File: config.mk
export PLATFORM = sky130hd
export DESIGN_NAME = baud_sqwave_gen
export DESIGN_NICKNAME = d
export VERILOG_FILES = /design/src/rtl/baud_pkg.sv /design/src/rtl/baud_rate_rom.sv /design/src/rtl/baud_half_cnt.sv /design/src/rtl/baud_sqwave_gen.sv
export SDC_FILE = /design/constraint.sdc
export NUM_CORES = 1
export LEC_CHECK = 0
export ABC_AREA = 1
export BUFFER_PORTS_ARGS = -buffer_cell sky130_fd_sc_hd__buf_2
export CORE_MARGIN = 3
export CORE_UTILIZATION = 65
export DETAILED_ROUTE_END_ITERATION = 10
export PLACE_DENSITY = 0.84
export SLEW_MARGIN = 20
export SYNTH_ARGS = -nofsm -noshare
export SYNTH_HDL_FRONTEND = slang
export SYNTH_HIERARCHICAL = 1
export SYNTH_SLANG_ARGS = --single-unit
File: constraint.sdc
create_clock -name clk -period 2.83 [get_ports clk]
set_input_delay 0.1415 -clock clk [delete_from_list [all_inputs] [get_ports clk]]
set_output_delay 0.1415 -clock clk [all_outputs]
set_load 0.005 [all_outputs]
File: src/rtl/baud_pkg.sv
package baud_pkg;
  localparam int unsigned RATE_CODES = 8;

  // Divisor for a rate code: code 0 and the unassigned code 7 use the
  // slow-rate divisor; codes 1..6 form a power-of-two ladder on base.
  function automatic int unsigned pick_div(input int unsigned code,
                                           input int unsigned base,
                                           input int unsigned slow);
    if (code == 0 || code >= 7) return slow;
    return base << (6 - code);
  endfunction

  function automatic int unsigned hi_len(input int unsigned n);
    return (n + 1) >> 1;
  endfunction

  function automatic int unsigned lo_len(input int unsigned n);
    return n >> 1;
  endfunction
endpackage

File: src/rtl/baud_rate_rom.sv
module baud_rate_rom
  import baud_pkg::*;
#(
  parameter int unsigned DIV_W    = 11,
  parameter int unsigned BASE_DIV = 16,
  parameter int unsigned DIV_110  = 1396
) (
  input  logic [2:0]       code,
  output logic [DIV_W-1:0] hi_ld,
  output logic [DIV_W-1:0] lo_ld
);
  logic [DIV_W-1:0] hi_tab [RATE_CODES];
  logic [DIV_W-1:0] lo_tab [RATE_CODES];

  for (genvar g = 0; g < RATE_CODES; g++) begin : g_entry
    localparam int unsigned NDIV = pick_div(g, BASE_DIV, DIV_110);
    assign hi_tab[g] = DIV_W'(hi_len(NDIV) - 1);
    assign lo_tab[g] = DIV_W'(lo_len(NDIV) - 1);
  end

  assign hi_ld = hi_tab[code];
  assign lo_ld = lo_tab[code];
endmodule

File: src/rtl/baud_half_cnt.sv
module baud_half_cnt #(
  parameter int unsigned DIV_W = 11,
  parameter logic [DIV_W-1:0] RST_HI = '0,
  parameter logic [DIV_W-1:0] RST_LO = '0
) (
  input  logic             clk,
  input  logic             rst,
  input  logic [DIV_W-1:0] hi_ld,
  input  logic [DIV_W-1:0] lo_ld,
  output logic             level,
  output logic             tick
);
  logic [DIV_W-1:0] cnt;
  logic [DIV_W-1:0] lo_hold;

  always_ff @(posedge clk) begin
    if (rst) begin
      level   <= 1'b1;
      cnt     <= RST_HI;
      lo_hold <= RST_LO;
      tick    <= 1'b0;
    end else begin
      tick <= 1'b0;
      if (cnt == '0) begin
        if (level) begin
          level <= 1'b0;
          cnt   <= lo_hold;
        end else begin
          // reload point: the new rate code is taken only here
          level   <= 1'b1;
          cnt     <= hi_ld;
          lo_hold <= lo_ld;
          tick    <= 1'b1;
        end
      end else begin
        cnt <= cnt - 1'b1;
      end
    end
  end
endmodule

File: src/rtl/baud_sqwave_gen.sv
module baud_sqwave_gen
  import baud_pkg::*;
#(
  parameter int unsigned DIV_W    = 11,
  parameter int unsigned BASE_DIV = 16,
  parameter int unsigned DIV_110  = 1396
) (
  input  logic       clk,
  input  logic       rst,
  input  logic [2:0] rate_sel,
  output logic       baud16_clk,
  output logic       baud16_tick
);
  localparam logic [DIV_W-1:0] RST_HI = DIV_W'(hi_len(DIV_110) - 1);
  localparam logic [DIV_W-1:0] RST_LO = DIV_W'(lo_len(DIV_110) - 1);

  logic [DIV_W-1:0] hi_ld;
  logic [DIV_W-1:0] lo_ld;

  baud_rate_rom #(
    .DIV_W(DIV_W), .BASE_DIV(BASE_DIV), .DIV_110(DIV_110)
  ) u_rom (
    .code(rate_sel), .hi_ld(hi_ld), .lo_ld(lo_ld)
  );

  baud_half_cnt #(
    .DIV_W(DIV_W), .RST_HI(RST_HI), .RST_LO(RST_LO)
  ) u_cnt (
    .clk(clk), .rst(rst), .hi_ld(hi_ld), .lo_ld(lo_ld),
    .level(baud16_clk), .tick(baud16_tick)
  );
endmodule

==> qor_table.md <==
| Group | Item | Reported |
|:---|:---|:---|
| status | Run status | finished, final reports clean |
| global routing | Initial antenna violation count | 0 |
| route | Number of nets still failing antenna checks after routing | 0 |
| clock network | Buffer depth of the longest clock path | 2 |
| global routing | Global routing usage on met1 | 0.318 |
| clock network | Number of cells upsized or downsized after cts | 0 |
| global routing | Grt met3 use | 0.0381 |
| power | Maximum resistive drop on vdd | 0.000300 V |
| worst setup path | Worst EP arrival | 1.86 ns |
| synthesis | Sequential fraction of the synthesis area | 0.312 |
| timing | Tmin final | 1.67 ns |
| place | Instance area at placement | 1480 um2 |
| global routing | First-pass GRT wire length | 5.09 mm |
| worst setup path | Setup crit end kind | register |
| worst setup path | Capture point of the worst path | u_cnt/cnt[3] |
| global routing | Largest net degree at the start of global routing | 14 |
| worst setup path | Largest stage delay on the critical path | 0.37 ns |
| clock network | Clk sink count | 24 |
| route | Detailed router's first-iteration violation count | 53 |
| timing | Worst hold slack | 0.0777 ns |
| timing | Final setup fails | 0 |
| route | Final Routed Wirelength | 3.04 mm |
| power | Pwr/cell area | 376 nW/um2 |
| worst setup path | Cell with the biggest individual delay on the critical path | nand4_1 |
| worst setup path | Critical path, cell by cell | inv_1 -> ha_1 -> inv_1 -> nor2_1 -> nand4_1 -> a21oi_1 -> o21ai_0 |
| die | Die Height | 54.7 um |
| synthesis | Gate Count Post-Synth | 224 |
| power | Leak pwr | 0.810 nW |
| synthesis | Synth warn | 6 |
| layout | Number of antenna diodes | 0 |
| clock network | Source-to-sink clock delay at the later pin of the worst-skew pair | 0.31 ns |
| worst setup path | Cell mode on critical path | inv_1 |
| layout | Total number of nets in the final design | 232 |
| route | Via density per instance | 5.29 |
| route | Number of iterations in the first detailed-routing pass | 4 |
| synthesis | Primary flip-flop cell chosen by synthesis mapping | dfxtp_1 |
| die | Number of top-level design ports | 7 |
| timing | Final cycle utilization of the critical path | 0.589 |
| die | Placeable core region | 2100 um2 |
| worst setup path | Register-to-Register Path Depth | 7 |
| synthesis | Most frequent cell after synthesis | nand2_1 |
| synthesis | Largest cells by area after synthesis | dfxtp_1 (31%), nand2_1 (14%), nor2_1 (8.5%) |
| timing | Rel. slew slack | 0.629 |
| synthesis | Largest area contributor in the netlist | dfxtp_1 |
| global routing | Routing usage on met2 | 0.372 |
| clock network | Cell at the root of the clock tree | clkbuf_4 |
| global routing | Via count of the first global-routing pass | 1177 |
| worst setup path | Critical path launch point | u_cnt/cnt[0] |
| die | Row Count | 16 |
| worst setup path | Peak fanout along the critical path | 12 |
| clock network | CTS H-tree lvls | 1 |
| timing | Count of endpoints failing hold in the final timing report | 0 |
| layout | Area growth, synth to finish | -2.44% |
| synthesis | Number of flops mapped to enable cells by yosys | 0 |
| worst setup path | Worst setup slack for register-to-register paths | 1.16 ns |
| timing | Setup repair after global routing missed its margin | no |
| synthesis | Unique cell type count in the Yosys netlist | 28 |
| clock network | Clock buffer count from CTS | 3 |
| place | Placer's final routability congestion estimate | 0.950 |
| synthesis | Mean post-synth cell area | 6.87 um2 |
| clock network | Hold-fix buffers at CTS | 0 |
| worst setup path | Worst reg2reg startpoint | u_cnt/cnt[0] |
| die | Initial cell density of the core | 0.732 |
| timing | Worst Clk Skew | 0.00240 ns |
| worst setup path | Critical path class | reg2reg |
| layout | Layout cells sized above 1 | 0.128 |
| clock network | Post-CTS Setup Repair Bufs | 0 |
| worst setup path | End of the worst register-to-register path | u_cnt/cnt[3] |
| synthesis | Async set-reset flop share out of synthesis | 0 |
| synthesis | Netlist Area Pre-Place | 1540 um2 |
| global routing | Overall overflow remaining after global route | 0 |
| worst setup path | CP Data Required Time | 3.03 ns |
| place | Count of buffers from port buffering | 6 |
| global routing | Global-route layer with the greatest usage | met2 |
| synthesis | Number of register bits inferred by synthesis | 24 |
| synthesis | Top post-synthesis cells by count | nand2_1 (58), nor2_1 (35), dfxtp_1 (24) |
| min path | Worst hold path type | in2reg |
| timing | Achievable Freq | 600 MHz |
| clock network | Clk slew on worst S/H paths | 0.13 ns |
| timing | Max Slew Vio Count | 0 |
| timing | Setup tns final | 0 ns |
| timing | Slew @ Worst Pin | 0.556 ns |
| place | Final HPWL DP | 2.32 mm |
| die | Width of the die | 54.7 um |
| synthesis | Share of Yosys cell area claimed by the top area cell type | 0.312 |
| route | Final routed DRC violation total | 0 |
| clock network | CTS tree | built |
| job | Max cap viols | 0 |
| layout | Post-route cell area | 1500 um2 |
| route | Total vias in the final route | 1296 |
| die | Area of the die | 2990 um2 |
| worst setup path | Setup crit start kind | register |
| route | Average wire per standard cell | 12.4 um |
| global routing | Total routing resource utilization after global routing | 0.235 |
metal layers:
metal  up-vias  routed length (um)
met5         -                   0
met4         0                  19
li1        663                   -
met3         4                 165
met1       593                1390
met2        36                1470
logic make-up (layout without fill, tap and decap cells):
family | Yosys count | after routing | share of synthesized area
flip-flops | 24 | 24 | 0.312
AND/OR/NAND/NOR | 116 | 116 | 0.345
AO/OA/AOI/OAI | 22 | 22 | 0.0780
buffers and inverters | 46 | 36 | 0.159
other | 2 | 6 | 0.00488
XOR/XNOR | 2 | 2 | 0.0114
adder cells (fa/ha/maj) | 7 | 7 | 0.0569
multiplexers | 5 | 5 | 0.0325
layout by cell type, fill, tap and decap left out:
cell type / netlist / layout
inv_2: 6 / 6
or2_2: 1 / 1
o21ai_0: 9 / 9
clkinv_4: 1 / 1
nand3b_1: 1 / 1
nor2_2: 2 / 2
clkbuf_4: 0 / 3
xor2_1: 2 / 2
ha_1: 7 / 7
o21bai_1: 1 / 1
inv_1: 20 / 20
nand4_1: 3 / 3
nand2_2: 3 / 3
nand3_4: 1 / 1
buf_2: 3 / 6
conb_1: 2 / 6
nor2_1: 35 / 35
nor2_8: 1 / 1
nand2_1: 58 / 58
o21ai_1: 1 / 1
o211ai_1: 3 / 3
nand3_1: 7 / 7
dfxtp_1: 24 / 24
a21oi_1: 8 / 8
nor2_4: 1 / 1
mux2i_1: 5 / 5
nand2_4: 3 / 3
worst min-delay path by stage:
stage | start | end | slack (ns) | cells after the start
after floorplan | rst | u_cnt/cnt[10] | 0.21 | 1
after global routing | rst | u_cnt/cnt[2] | 0.08 | 2
after global placement | rst | u_cnt/cnt[8] | 0.40 | 2
final | rst | u_cnt/cnt[10] | 0.08 | 2
after CTS | rst | u_cnt/cnt[10] | 0.06 | 2
after detailed placement | rst | u_cnt/cnt[10] | 0.41 | 2
where the power goes:
part / switching, mW / total [mW] / leakage, nW / internal (mW)
clock: 0.100 / 0.150 / 0.0138 / 0.0498
combinational: 0.0435 / 0.0640 / 0.602 / 0.0205
sequential: 0.00605 / 0.351 / 0.195 / 0.345
worst max-delay path: cells and delay by family, from the launching register on:
family / cells / cell delay (ns)
AND/OR/NAND/NOR: 2 / 0.48
flip-flops: 1 / 0.34
AO/OA/AOI/OAI: 2 / 0.37
adder cells (fa/ha/maj): 1 / 0.17
buffers and inverters: 2 / 0.18
cell type report:
type / instances / area, um2
Sequential cell: 24 / 480
Multi-Input combinational cell: 158 / 828
Tap cell: 27 / 33.8
Timing Repair Buffer: 6 / 30.0
Inverter: 27 / 106
Clock buffer: 3 / 22.5
Fill cell: 183 / 601
metrics by stage:
stage | instances | setup slack (ns) | power, mW | utilization
after floorplan | 228 | 1.40 | 0.423 | -
after CTS | 245 | 1.17 | 0.567 | 0.714
final | 245 | 1.16 | 0.565 | 0.714
after global placement | 242 | 1.23 | 0.416 | 0.704
after global routing | 245 | 0.927 | 0.589 | 0.714
after detailed placement | 242 | 1.21 | 0.420 | 0.704
sequential cells by signal, summed over array words and instances, names as in the netlist:
register	flops
u_cnt/lo_hold	11
u_cnt/tick	1
u_cnt/level	1
u_cnt/cnt	11
Power figures use the tool's default switching activity.
